<file path="config.mk">
export PLATFORM = sky130hd
export DESIGN_NAME = nv_seq_detector
export DESIGN_NICKNAME = d
export VERILOG_FILES = /design/src/rtl/nvss_pkg.sv /design/src/rtl/nvss_access_tracker.sv /design/src/rtl/nvss_seq_matcher.sv /design/src/rtl/nvss_busy_timer.sv /design/src/rtl/nv_seq_detector.sv
export SDC_FILE = /design/constraint.sdc
export NUM_CORES = 1
export LEC_CHECK = 0
export BUFFER_PORTS_ARGS = -buffer_cell sky130_fd_sc_hd__buf_2
export CAP_MARGIN = 0
export CORE_ASPECT_RATIO = 0.7
export CORE_MARGIN = 8
export CORE_UTILIZATION = 35
export DETAILED_ROUTE_END_ITERATION = 7
export PLACE_DENSITY_LB_ADDON = 0.05
export SETUP_SLACK_MARGIN = 0.05
export SYNTH_ARGS = -nofsm -noshare
export SYNTH_HDL_FRONTEND = slang
export SYNTH_SLANG_ARGS = --single-unit
</file>
<file path="constraint.sdc">
create_clock -name clk -period 3.9 [get_ports clk]
set_input_delay 0.78 -clock clk [delete_from_list [all_inputs] [get_ports clk]]
set_output_delay 0.78 -clock clk [all_outputs]
set_load 0.01 [all_outputs]
</file>
<file path="src/rtl/nvss_pkg.sv">
// Package: shared constants for the store/recall sequence detector.
// Holds the six-step address run and the width of the step counter.
package nvss_pkg;

    localparam int RUN_LEN = 6;
    localparam int STEP_W  = 3;

    localparam logic [15:0] STORE_LAST  = 16'h8FC0;
    localparam logic [15:0] RECALL_LAST = 16'h4C63;

    // Address expected at step idx (0..4) of the run shared by store and recall.
    function automatic logic [15:0] prefix_addr(input int idx);
        case (idx)
            0:       prefix_addr = 16'h4E38;
            1:       prefix_addr = 16'hB1C7;
            2:       prefix_addr = 16'h83E0;
            3:       prefix_addr = 16'h7C1F;
            4:       prefix_addr = 16'h703F;
            default: prefix_addr = 16'h0000;
        endcase
    endfunction

endpackage

</file>
<file path="src/rtl/nvss_access_tracker.sv">
// Module: nvss_access_tracker
// Turns the sampled bus into read-start, read-end and write events.
// Assumes the bus is sampled once per clock. A read is a cycle with both
// strobes low and write enable high. The address is latched in the first such
// cycle. If the address changes while the read is open, the read is marked
// dirty (address-controlled). While hold is high, every event is suppressed
// and the open read is dropped.
module nvss_access_tracker #(
    parameter int ADDR_W = 16
) (
    input  logic              clk,
    input  logic              rst_n,
    input  logic              hold,
    input  logic [ADDR_W-1:0] addr,
    input  logic              ce_n,
    input  logic              oe_n,
    input  logic              we_n,
    output logic              acc_start,
    output logic              acc_end_clean,
    output logic              acc_end_dirty,
    output logic              wr_hit,
    output logic [ADDR_W-1:0] lat_addr
);

    logic rd_now;
    logic rd_prev;
    logic in_acc;
    logic taint;
    logic acc_end;

    // Decode the current bus cycle into events.
    always_comb begin
        rd_now        = ~ce_n & ~oe_n & we_n;
        wr_hit        = ~ce_n & ~we_n & ~hold;
        acc_start     = rd_now & ~rd_prev & ~hold;
        acc_end       = in_acc & ~rd_now & ~hold;
        acc_end_clean = acc_end & ~taint & ~wr_hit;
        acc_end_dirty = acc_end & taint & ~wr_hit;
    end

    // Track the open read: its latched address and whether the address moved.
    always_ff @(posedge clk) begin
        if (!rst_n) begin
            rd_prev  <= 1'b0;
            in_acc   <= 1'b0;
            taint    <= 1'b0;
            lat_addr <= '0;
        end else begin
            rd_prev <= rd_now;
            if (hold || wr_hit) begin
                in_acc <= 1'b0;
                taint  <= 1'b0;
            end else if (acc_start) begin
                in_acc   <= 1'b1;
                taint    <= 1'b0;
                lat_addr <= addr;
            end else if (acc_end) begin
                in_acc <= 1'b0;
            end else if (in_acc && rd_now && (addr != lat_addr)) begin
                taint <= 1'b1;
            end
        end
    end

    // busy drops any read in flight.
    a_r9_hold_drops_read: assert property (@(posedge clk) disable iff (!rst_n)
        hold |=> !in_acc);

    // an address change during an open read marks it dirty.
    a_r5_moving_addr_taints: assert property (@(posedge clk) disable iff (!rst_n)
        (in_acc && rd_now && !hold && (addr != lat_addr)) |=> taint);

    // a write closes the open read.
    a_r7_write_closes_read: assert property (@(posedge clk) disable iff (!rst_n)
        wr_hit |=> !in_acc);

endmodule

</file>
<file path="src/rtl/nvss_seq_matcher.sv">
// Module: nvss_seq_matcher
// Counts progress through the six-address run. Steps one to five advance on
// the end of a clean read. The sixth step is decided when the read starts, so
// the same read can be tri-stated. Assumes events come from
// nvss_access_tracker and are already masked while busy.
module nvss_seq_matcher #(
    parameter int ADDR_W = 16
) (
    input  logic              clk,
    input  logic              rst_n,
    input  logic              acc_start,
    input  logic [ADDR_W-1:0] start_addr,
    input  logic              acc_end_clean,
    input  logic              acc_end_dirty,
    input  logic              wr_hit,
    input  logic [ADDR_W-1:0] lat_addr,
    output logic              fire_store,
    output logic              fire_recall
);

    import nvss_pkg::*;

    localparam logic [STEP_W-1:0] LAST_STEP = STEP_W'(RUN_LEN - 1);

    logic [STEP_W-1:0] step;
    logic [STEP_W-1:0] next_step;
    logic              at_last;
    logic              first_hit;
    logic              want_hit;

    // Decide the sixth step as the read opens.
    always_comb begin
        at_last     = (step == LAST_STEP);
        fire_store  = acc_start & at_last & (start_addr == ADDR_W'(STORE_LAST));
        fire_recall = acc_start & at_last & (start_addr == ADDR_W'(RECALL_LAST));
    end

    // Work out the step that follows a clean read of lat_addr.
    always_comb begin
        first_hit = (lat_addr == ADDR_W'(prefix_addr(0)));
        want_hit  = !at_last && (lat_addr == ADDR_W'(prefix_addr(int'(step))));
        if (want_hit)
            next_step = step + 1'b1;
        else if (first_hit)
            next_step = STEP_W'(1);
        else
            next_step = '0;
    end

    // Step register: cleared by writes, dirty reads and a completed run.
    always_ff @(posedge clk) begin
        if (!rst_n)
            step <= '0;
        else if (wr_hit || acc_end_dirty || fire_store || fire_recall)
            step <= '0;
        else if (acc_end_clean)
            step <= next_step;
    end

    // progress never goes past the last step.
    a_r6_step_in_range: assert property (@(posedge clk) disable iff (!rst_n)
        step <= LAST_STEP);

    // a write empties the run.
    a_r7_write_empties_run: assert property (@(posedge clk) disable iff (!rst_n)
        wr_hit |=> (step == 0));

    // a dirty read empties the run.
    a_r5_dirty_empties_run: assert property (@(posedge clk) disable iff (!rst_n)
        acc_end_dirty |=> (step == 0));

    // a stray first address restarts at step one.
    a_r6_restart_on_first: assert property (@(posedge clk) disable iff (!rst_n)
        (acc_end_clean && !wr_hit && first_hit && !want_hit) |=> (step == 1));

endmodule

</file>
<file path="src/rtl/nvss_busy_timer.sv">
// Module: nvss_busy_timer
// Turns a store or recall trigger into a one-cycle start pulse and a busy
// window of exactly BUSY_CYCLES cycles. Assumes triggers never arrive while
// busy is high, because the tracker is held during busy.
module nvss_busy_timer #(
    parameter int BUSY_CYCLES = 64
) (
    input  logic clk,
    input  logic rst_n,
    input  logic go_store,
    input  logic go_recall,
    output logic busy,
    output logic store_start,
    output logic recall_start
);

    localparam int CNT_W = $clog2(BUSY_CYCLES + 1);
    localparam logic [CNT_W-1:0] LOAD = CNT_W'(BUSY_CYCLES - 1);

    logic [CNT_W-1:0] cnt;

    // Load the window on a trigger, count it down, release at zero.
    always_ff @(posedge clk) begin
        if (!rst_n) begin
            busy         <= 1'b0;
            cnt          <= '0;
            store_start  <= 1'b0;
            recall_start <= 1'b0;
        end else begin
            store_start  <= go_store;
            recall_start <= go_recall;
            if (go_store || go_recall) begin
                busy <= 1'b1;
                cnt  <= LOAD;
            end else if (busy) begin
                if (cnt == '0)
                    busy <= 1'b0;
                else
                    cnt <= cnt - 1'b1;
            end
        end
    end

    // the counter never exceeds the programmed window.
    a_r8_count_bound: assert property (@(posedge clk) disable iff (!rst_n)
        cnt <= LOAD);

    // busy is not released while cycles remain.
    a_r8_no_early_release: assert property (@(posedge clk) disable iff (!rst_n)
        (busy && (cnt != '0)) |=> busy);

    // a start pulse coincides with the first busy cycle.
    a_r2_pulse_opens_busy: assert property (@(posedge clk) disable iff (!rst_n)
        (store_start || recall_start) |-> (busy && !$past(busy)));

    // no new trigger while busy.
    a_r9_no_retrigger: assert property (@(posedge clk) disable iff (!rst_n)
        busy |-> !(go_store || go_recall));

endmodule

</file>
<file path="src/rtl/nv_seq_detector.sv">
// Module: nv_seq_detector (top)
// Detects the six-read store/recall run on the bus of a nonvolatile SRAM model.
// It pulses a start toward the array model, then holds the busy pin low and the
// data pins tri-stated for BUSY_CYCLES cycles. Assumes the bus is sampled
// synchronously and ADDR_W >= 16; the run addresses are zero-extended.
module nv_seq_detector #(
    parameter int ADDR_W      = 16,
    parameter int BUSY_CYCLES = 64
) (
    input  logic              clk,
    input  logic              rst_n,
    input  logic [ADDR_W-1:0] addr,
    input  logic              ce_n,
    input  logic              oe_n,
    input  logic              we_n,
    output logic              hsb_n,
    output logic              io_hiz,
    output logic              store_start,
    output logic              recall_start
);

    logic              busy;
    logic              acc_start;
    logic              acc_end_clean;
    logic              acc_end_dirty;
    logic              wr_hit;
    logic [ADDR_W-1:0] lat_addr;
    logic              fire_store;
    logic              fire_recall;

    nvss_access_tracker #(.ADDR_W(ADDR_W)) u_track (
        .clk           (clk),
        .rst_n         (rst_n),
        .hold          (busy),
        .addr          (addr),
        .ce_n          (ce_n),
        .oe_n          (oe_n),
        .we_n          (we_n),
        .acc_start     (acc_start),
        .acc_end_clean (acc_end_clean),
        .acc_end_dirty (acc_end_dirty),
        .wr_hit        (wr_hit),
        .lat_addr      (lat_addr)
    );

    nvss_seq_matcher #(.ADDR_W(ADDR_W)) u_match (
        .clk           (clk),
        .rst_n         (rst_n),
        .acc_start     (acc_start),
        .start_addr    (addr),
        .acc_end_clean (acc_end_clean),
        .acc_end_dirty (acc_end_dirty),
        .wr_hit        (wr_hit),
        .lat_addr      (lat_addr),
        .fire_store    (fire_store),
        .fire_recall   (fire_recall)
    );

    nvss_busy_timer #(.BUSY_CYCLES(BUSY_CYCLES)) u_busy (
        .clk          (clk),
        .rst_n        (rst_n),
        .go_store     (fire_store),
        .go_recall    (fire_recall),
        .busy         (busy),
        .store_start  (store_start),
        .recall_start (recall_start)
    );

    // Pin levels follow the busy window.
    always_comb begin
        hsb_n  = ~busy;
        io_hiz = busy;
    end

    // store and recall never start together.
    a_r3_single_operation: assert property (@(posedge clk) disable iff (!rst_n)
        !(store_start && recall_start));

    // outside busy the data pins are driven.
    a_r10_idle_pins: assert property (@(posedge clk) disable iff (!rst_n)
        hsb_n |-> !io_hiz);

endmodule

</file>
Word level (Yosys, flattened, before mapping)

Cells that the tools add are included.

Reduce and logical (&&, ||, !) cells: 21
Divide/modulo/power cells: 0
Multiply operators: 0
Bitwise gates (word level): 27
Muxes and demuxes: 11
Shift operators: 0
$add $sub $neg: 2
Order comparisons: 0
Equality and inequality tests: 11

Operator list:

| kind                   | count |
|---|---|
| $pmux W16 S5           | 1 |
| $eq A16 B15 Y1 const B | 2 |
| $mux W6                | 3 |
| $eq A16 B16 Y1         | 1 |
| $eq A16 B16 Y1 const B | 1 |
| $ne A16 B16 Y1         | 1 |
| $and A1 B1 Y1          | 15 |
| $not A1 Y1             | 12 |
| $reduce_and A2 Y1      | 4 |
| $logic_not A7 Y1       | 1 |
| $sub A7 B1 Y7 const B  | 1 |
| $eq A3 B2 Y1 const B   | 2 |
| $eq A3 B3 Y1 const B   | 2 |
| $mux W1                | 6 |
| $reduce_or A2 Y1       | 3 |
| $logic_or A1 B1 Y1     | 5 |
| $reduce_bool A2 Y1     | 2 |
| $add A3 B1 Y3 const B  | 1 |
| $eq A3 B1 Y1 const B   | 1 |
| $logic_and A1 B1 Y1    | 3 |
| $logic_not A3 Y1       | 1 |
| $mux W3                | 1 |
| $reduce_or A3 Y1       | 1 |
| $ne A2 B1 Y1 const B   | 1 |
| $logic_not A1 Y1       | 1 |

Latch bits: 0
Memories kept: 0
Bits of input ports: 21
Register bits: 32
ROM bits: 0
Memory bits (writable): 0
Output and inout port bits: 4

Depth between registers and ports, before layout

Gate-level depths: netlist of the first run.

Depth after elaboration: 12
Mapped depth: 9
Gate-level depth less buffers: 8

Modules after synthesis

From an unflattened synthesis of the first run, not the netlist that was laid out.

Cell total of the unflattened synthesis: 222
Area total of the unflattened synthesis: 2034.5 um^2

By module, submodules not included:

| module              | times used | cells an instance | area each (um^2) | sequential area each (um^2) |
|---|---|---|---|---|
| nvss_access_tracker | 1          | 91                | 958.4            | 380.4 |
| nvss_seq_matcher    | 1          | 76                | 585.6            | 60.1 |
| nvss_busy_timer     | 1          | 54                | 486.7            | 200.2 |
| nv_seq_detector     | 1          | 1                 | 3.8              | 0.0 |

Least setup slack after synthesis of the first run

Ideal clock, no wire load.

Path kind: input to register
Start: input ce_n
End: register u_match.step[1]
Data required time: 3.769 ns
Data arrival time: 1.996 ns
Setup slack: 1.773 ns
Library setup time: 0.131 ns
Cell stages on the path: 6
Cells stage by stage: nor2_1 > nand2_1 > nor3_2 > o2111ai_1 > o211ai_1 > a21oi_1

Cells in the longest elaborated chain, start to end: 12

RTL lines:

| item                            | RTL line                                             | text |
|---|---|---|
| start: declaration              | nv_seq_detector.sv:13                                | `input logic ce_n,` |
| $not A1 Y1 (*)                  | nvss_access_tracker.sv:33, nvss_access_tracker.sv:34 |  |
| $and A1 B1 Y1 (2 in a row)      | nvss_access_tracker.sv:33                            | `rd_now = ~ce_n & ~oe_n & we_n;` |
| $not A1 Y1                      | nvss_access_tracker.sv:36                            | `acc_end = in_acc & ~rd_now & ~hold;` |
| $and A1 B1 Y1 (2 in a row)      | nvss_access_tracker.sv:36                            |  |
| $and A1 B1 Y1 (2 in a row)      | nvss_access_tracker.sv:38                            | `acc_end_dirty = acc_end & taint & ~wr_hit;` |
| $logic_or A1 B1 Y1 (3 in a row) | nvss_seq_matcher.sv:54                               | `else if (wr_hit \|\| acc_end_dirty \|\| fire_store \|\| fire_recall)` |
| $reduce_or A2 Y1 (no line)      | n/a                                                  |  |
| end signal: assignment          | nvss_seq_matcher.sv:57                               | `step <= next_step;` |
| end: declaration                | nvss_seq_matcher.sv:25                               | `logic [STEP_W-1:0] step;` |

Every way passes the cells marked *; elsewhere a longest branch is shown, timed or not.
A chain may end at the register's enable or synchronous reset.

Final worst setup path of the first run

Start: input ce_n
End: register u_match.step[2]

Same word-level chain as after synthesis.

==> results of run 1 <==
[layout make-up]
cell class	instances	area, µm²
well taps	72	90.1
fillers	554	3040
multi-input cells	178	1160
inverters	8	30.0
clock inverters	2	35.0
repair buffers	25	128
flip-flops and latches	32	641
clock buffers	6	72.6
[path summary, 6_finish.rpt]
kind / cells past startpoint / start / end / slack [ps]
max: 8 / ce_n / u_match.step[2]$_SDFFE_PP0P_ / 1590
min reg2reg: 2 / u_match.step[1]$_SDFFE_PP0P_ / u_match.step[1]$_SDFFE_PP0P_ / 500
max reg2reg: 8 / u_match.step[0]$_SDFFE_PP0P_ / u_match.step[0]$_SDFFE_PP0P_ / 1610
min: 2 / u_match.step[1]$_SDFFE_PP0P_ / u_match.step[1]$_SDFFE_PP0P_ / 500
[registers in the layout (all words and copies together) (netlist names)]
name / cells
u_busy.recall_start: 1
u_match.step: 3
u_busy.busy: 1
u_busy.store_start: 1
u_track.lat_addr: 16
u_track.rd_prev: 1
u_track.in_acc: 1
u_track.taint: 1
u_busy.cnt: 7
[routing by layer]
metal,share of wire,GRT usage,vias up
li1,-,-,834
met1,0.59,0.195,739
met2,0.36,0.164,28
met3,0.040,0.0352,5
met4,0.0082,0.0475,0
met5,0,0,-
[cell usage after synthesis, drive strengths merged, types with 2 or more instances]
cell,number,area (µm²)
a21boi,24,180
a21oi,5,28.8
and3,5,31.3
buf,4,18.8
clkbuf,6,22.5
dfxtp,32,641
ha,7,87.6
inv,8,30.0
mux2i,3,30.0
nand2,42,158
nand2b,4,25.0
nand3,4,20.0
nand4,2,12.5
nand4b,2,17.5
nor2,12,45.0
nor2b,2,12.5
nor3,6,35.0
nor4,11,83.8
o211ai,2,15.0
o21ai,4,23.8
or3,4,26.3
or4,2,15.0
xnor2,6,52.6
xor2,17,149
[power breakdown]
part           total (mW)  switching, mW  internal, mW
Sequential          0.340        0.00714         0.333
Clock               0.319          0.129         0.190
Combinational      0.0648         0.0372        0.0276
[worst reg2reg max path: cells and delay by family (launching register included)]
family,cells,cell delay [ps]
mux,2,440
flops,1,450
compound gates,2,410
simple gates,2,410
fa+ha+maj,2,460
[stage by stage]
step | setup WS [ps] | power (mW)
finish | 1590 | 0.723
floorplan | 1770 | 0.383
detailed placement | 1300 | 0.412
CTS | 1590 | 0.733
global route | 1320 | 0.758
global placement | 1330 | 0.412
[logic make-up (layout without fill, tap and decap cells)]
group | count (synthesis) | count (layout) | synth area share
AND/OR/NAND/NOR | 101 | 101 | 0.278
AO/OA/AOI/OAI | 43 | 43 | 0.166
flip-flops | 32 | 32 | 0.342
XOR/XNOR | 23 | 23 | 0.107
buffers and inverters | 18 | 41 | 0.0380
adder cells (fa/ha/maj) | 7 | 7 | 0.0467
multiplexers | 4 | 4 | 0.0220
==> results.yml, run 1 <==
status:
  status: "finished clean"
cells_and_area:
  synthToLayoutAreaGrowth_pct: 15.2
  stdcell_area_um2: 2160
  post_route_cells_drive_above_1_share: 0.159
  fin_util: 0.415
  layout.cells.most_common: "nand2_1"
  most_frequent_cells_in_the_layout: "nand2_1, dfxtp_1, a21boi_0, buf_2, xor2_1"
  final_non_filler_cells: 323
  number_of_nets_in_the_finished_design: 278
  insertedDiodeCount: 0
synth:
  yosysSeqAreaShare: 0.342
  synth-edff-count: 0
  synth_ff_type: "dfxtp_1"
  synthesis.instances: 228
  syn-num-nets: 256
  synthArstFlopShare: 0
  synthesis.yosys.warnings: 0
  yosys_register_bits: 32
  postSynthAreaPerCell_um2: 8.22
  post_synth_instance_area_um2: 1870
  synth_cell_types: 45
place:
  place_hpwl_um: 3510
  routability_congestion: 0.768
  port_buffer_count: 24
  dp.cells: 315
  placement.cell_area_um2: 2050
grt:
  wire_length_of_the_first_global_routing_pass_um: 8090
  grt-ovfl-total: 0
  grt_pass1_vias: 1598
  grt_usage: 0.129
  antenna_violations_before_repair: 0
  grt_start_max_net_pins: 30
drt:
  detail_route.wirelength_um: 4650
  drt_drc_violations_left: 0
  detail_route.first_pass.iterations: 4
  route.antenna.remaining_nets: 0
  post_drt_via_cell_ratio: 4.97
  detailroute.via_count: 1606
  detail_route.wl_per_cell_um: 14.4
  dr.first_iter.drc_count: 98
critical_path:
  crit_type: "input pin to flip-flop"
  crit_required_ps: 4060
  crit_path_end_kind: "flip-flop"
  worst_path_max_delay_cell: "o2111ai_1"
  crit_path_cell_trace: "buf_2 > nor2_1 > nand2_1 > nor3_2 > buf_4 > o2111ai_1 > o211ai_1 > a21oi_1"
  crit_buf_inv: 2
  worstSetupStartpointType: "input pin"
  path_delay_family: "compound AO/OA/AOI/OAI gates"
  worstPathArrival_ps: 2470
  slowest_delay_ps: 390
  critical_path_peak_fanout: 18
clock_tree:
  cts_tree: "done"
  number_of_clock_sinks_seen_by_cts: 32
  cts_hold_buffers: 0
  post-cts-setup-buffers: 0
  cts-resized-gates: 0
  clk_latency_ps: 280
  clkSlewWorstSetupHoldPaths_ps: 70
  htreeDepth: 2
  cts_max_path_buffers: 2
  number_of_buffers_created_by_cts: 5
  root_buffer: "clkbuf_8"
sta:
  holdWs_ps: 498
  rsz0062_at_grt: "no"
  setup-tns-final_ps: 0
  fin_worst_skew_ps: 2.59
  max_freq_mhz: 433
  timing.final.hold_violations: 0
  timing.final.crit_share: 0.592
  final-setup-viol-count: 0
  drv_slew: 0
  worst-slew-pin-transition_ps: 690
  period_minus_slack_ps: 2310
  relative_max_transition_margin: 0.539
pwr:
  peak_vdd_ir_v: 0.000186
  p_per_area_nw_per_um2: 335
  p_leak_nw: 0.863
die:
  die_h_um: 77.2
  initial_utilization: 0.360
  dieWidth_um: 103
  top_level_port_count: 25
  die_outline_area_um2: 7990
  floorplan.rows: 22
  core_um2: 5200
worst_hold_path:
  timing.hold.worst.class: "flip-flop to flip-flop"
flow_run:
  maxCapViolations: 0
No activity file was read; power rests on OpenSTA's default activity.
==> run 2, diff against run 1 <==
==> constraint.sdc (replaced) <==
create_clock -name clk -period 2.2 [get_ports clk]
set_input_delay 0.44 -clock clk [delete_from_list [all_inputs] [get_ports clk]]
set_output_delay 0.44 -clock clk [all_outputs]
set_load 0.01 [all_outputs]
==> results.yml, run 2 (synthesized netlist as in run 1, its figures left out) <==
status:
  status: "finished clean"
clock_tree:
  cts_tree: "done"
  cts_max_path_buffers: 2
  cts_hold_buffers: 0
  number_of_clock_sinks_seen_by_cts: 32
  number_of_buffers_created_by_cts: 5
  clkSlewWorstSetupHoldPaths_ps: 70
  root_buffer: "clkbuf_8"
  htreeDepth: 2
  clk_latency_ps: 290
die:
  core_um2: 5200
  floorplan.rows: 22
  die_outline_area_um2: 7990
  die_h_um: 77.2
  top_level_port_count: 25
  dieWidth_um: 103
  initial_utilization: 0.360
critical_path:
  worstSetupStartpointType: "flip-flop"
  rr_worst_depth: 8
  worst_path_max_delay_cell: "mux2_2"
  timing.rr.end: "u_match.step[0]$_SDFFE_PP0P_"
  critical_path_peak_fanout: 5
  crit_required_ps: 2370
  crit_path_cell_trace: "inv_2 > ha_4 > nor2_1 > o21ai_1 > mux2_2 > nor4_4 > mux2i_1 > a21oi_2"
  slowest_delay_ps: 380
  worstPathArrival_ps: 2190
  worst_r2r_start: "u_match.step[1]$_SDFFE_PP0P_"
  crit_path_end_kind: "flip-flop"
  timing.critical_path.to: "u_match.step[0]$_SDFFE_PP0P_"
  crit_type: "flip-flop to flip-flop"
  ff2ff_setup_slack_ps: 180
  worst_setup_path_startpoint: "u_match.step[1]$_SDFFE_PP0P_"
sta:
  relative_max_transition_margin: 0.548
  timing.final.crit_share: 0.916
  final-setup-viol-count: 0
  timing.final.hold_violations: 0
  drv_slew: 0
  max_freq_mhz: 496
  fin_worst_skew_ps: 2.08
  worst-slew-pin-transition_ps: 677
  rsz0062_at_grt: "no"
  period_minus_slack_ps: 2020
  setup-tns-final_ps: 0
cells_and_area:
  post_route_cells_drive_above_1_share: 0.233
  biggest_regs: "u_track.lat_addr: 16 flops, u_busy.cnt: 7 flops, u_match.step: 3 flops"
  layout.cells.most_common: "nand2_1"
  number_of_nets_in_the_finished_design: 285
  stdcell_area_um2: 2300
  insertedDiodeCount: 0
  most_frequent_cells_in_the_layout: "nand2_1, dfxtp_1, a21boi_0, buf_2, xor2_1"
  flip_flop_count_of_the_largest_register_after_layout: 16
  final_non_filler_cells: 330
  synthToLayoutAreaGrowth_pct: 22.8
  registers.top_by_ff_count: "u_track.lat_addr"
worst_hold_path:
  timing.hold.worst.class: "input pin to flip-flop"
drt:
  detail_route.wirelength_um: 4900
  dr.first_iter.drc_count: 64
  drt_drc_violations_left: 0
  detailroute.via_count: 1620
  detail_route.first_pass.iterations: 4
  detail_route.wl_per_cell_um: 14.9
  post_drt_via_cell_ratio: 4.91
  route.antenna.remaining_nets: 0
pwr:
  seq_power_share: 0.470
  peak_vdd_ir_v: 0.000248
  power_switching_share: 0.238
  p_int_mw: 0.975
  clkPwrFrac: 0.437
  total_switching_power_mw: 0.304
  p_leak_nw: 0.897
  p_per_area_nw_per_um2: 556
  p_comb_frac: 0.093
grt:
  grt_start_max_net_pins: 21
  grt_usage: 0.136
  wire_length_of_the_first_global_routing_pass_um: 8470
  grt_pass1_vias: 1645
  antenna_violations_before_repair: 0
  grt-ovfl-total: 0
place:
  placement.cell_area_um2: 2100
  place_hpwl_um: 3660
  dp.cells: 321
  port_buffer_count: 24
  routability_congestion: 0.782
flow_run:
  maxCapViolations: 0
run 2: changes by cell type in the layout (fill, tap and decap cells not counted), sizes merged:
cell,previous run,this run
buf,25,32
run 2: per-layer routing:
layer,track usage,vias up,part of all wire
met5,0,-,0
met4,0.0345,0,0.0094
met3,0.0577,6,0.061
met2,0.164,25,0.36
met1,0.204,740,0.57
li1,-,849,-
run 2: critical path: cells and delay by family (launching register included):
| kind | cells | cell delay, ps |
|---|---|---|
| buffers and inverters | 1 | 100 |
| adders and majority gates | 1 | 180 |
| AOI/OAI and AO/OA | 2 | 220 |
| and+or+nand+nor | 2 | 390 |
| muxes | 2 | 640 |
| DFF | 1 | 360 |
run 2: layout make-up:
cell class              instances  area [µm²]
multi-input cells             178        1250
well taps                      72        90.1
fillers                       531        2900
clock buffers                   6        72.6
clock inverters                 2        35.0
flip-flops and latches         32         646
inverters                       8        30.0
repair buffers                 32         180
run 2: worst min-delay path by stage:
stage / startpoint / cells past startpoint / endpoint
2_1_floorplan: u_match.step[1]$_SDFFE_PP0P_ / 2 / u_match.step[1]$_SDFFE_PP0P_
5_1_grt: addr[9] / 3 / u_track.lat_addr[9]$_SDFFE_PN0P_
3_3_place_gp: u_match.step[1]$_SDFFE_PP0P_ / 2 / u_match.step[1]$_SDFFE_PP0P_
3_5_place_dp: u_match.step[1]$_SDFFE_PP0P_ / 2 / u_match.step[1]$_SDFFE_PP0P_
4_1_cts: addr[2] / 3 / u_track.lat_addr[2]$_SDFFE_PN0P_
6_report: addr[6] / 3 / u_track.lat_addr[6]$_SDFFE_PN0P_
run 2: power groups by stage:
stage,Clock [mW],Combinational [mW],Sequential [mW]
finish,0.559,0.119,0.601
global placement,0,0.120,0.616
CTS,0.578,0.118,0.602
global route,0.607,0.134,0.603
floorplan,0,0.0660,0.612
detailed placement,0,0.118,0.616
run 2: repair_timing:
item	CTS	global route
endpoints found under the setup margin	2	8
buffers inserted	0	1
resized for setup	3	17
pin swaps	0	3
run 2: through the flow:
stage / setup WS (ps) / utilization / power [mW] / hold slack [ps]
5_1_grt: 50.3 / 0.443 / 1.34 / 435
3_5_place_dp: -36.6 / 0.403 / 0.734 / 495
4_1_cts: 82.3 / 0.426 / 1.30 / 426
2_1_floorplan: 130 / - / 0.678 / 465
6_report: 184 / 0.443 / 1.28 / 431
3_3_place_gp: -19.0 / 0.403 / 0.736 / 491
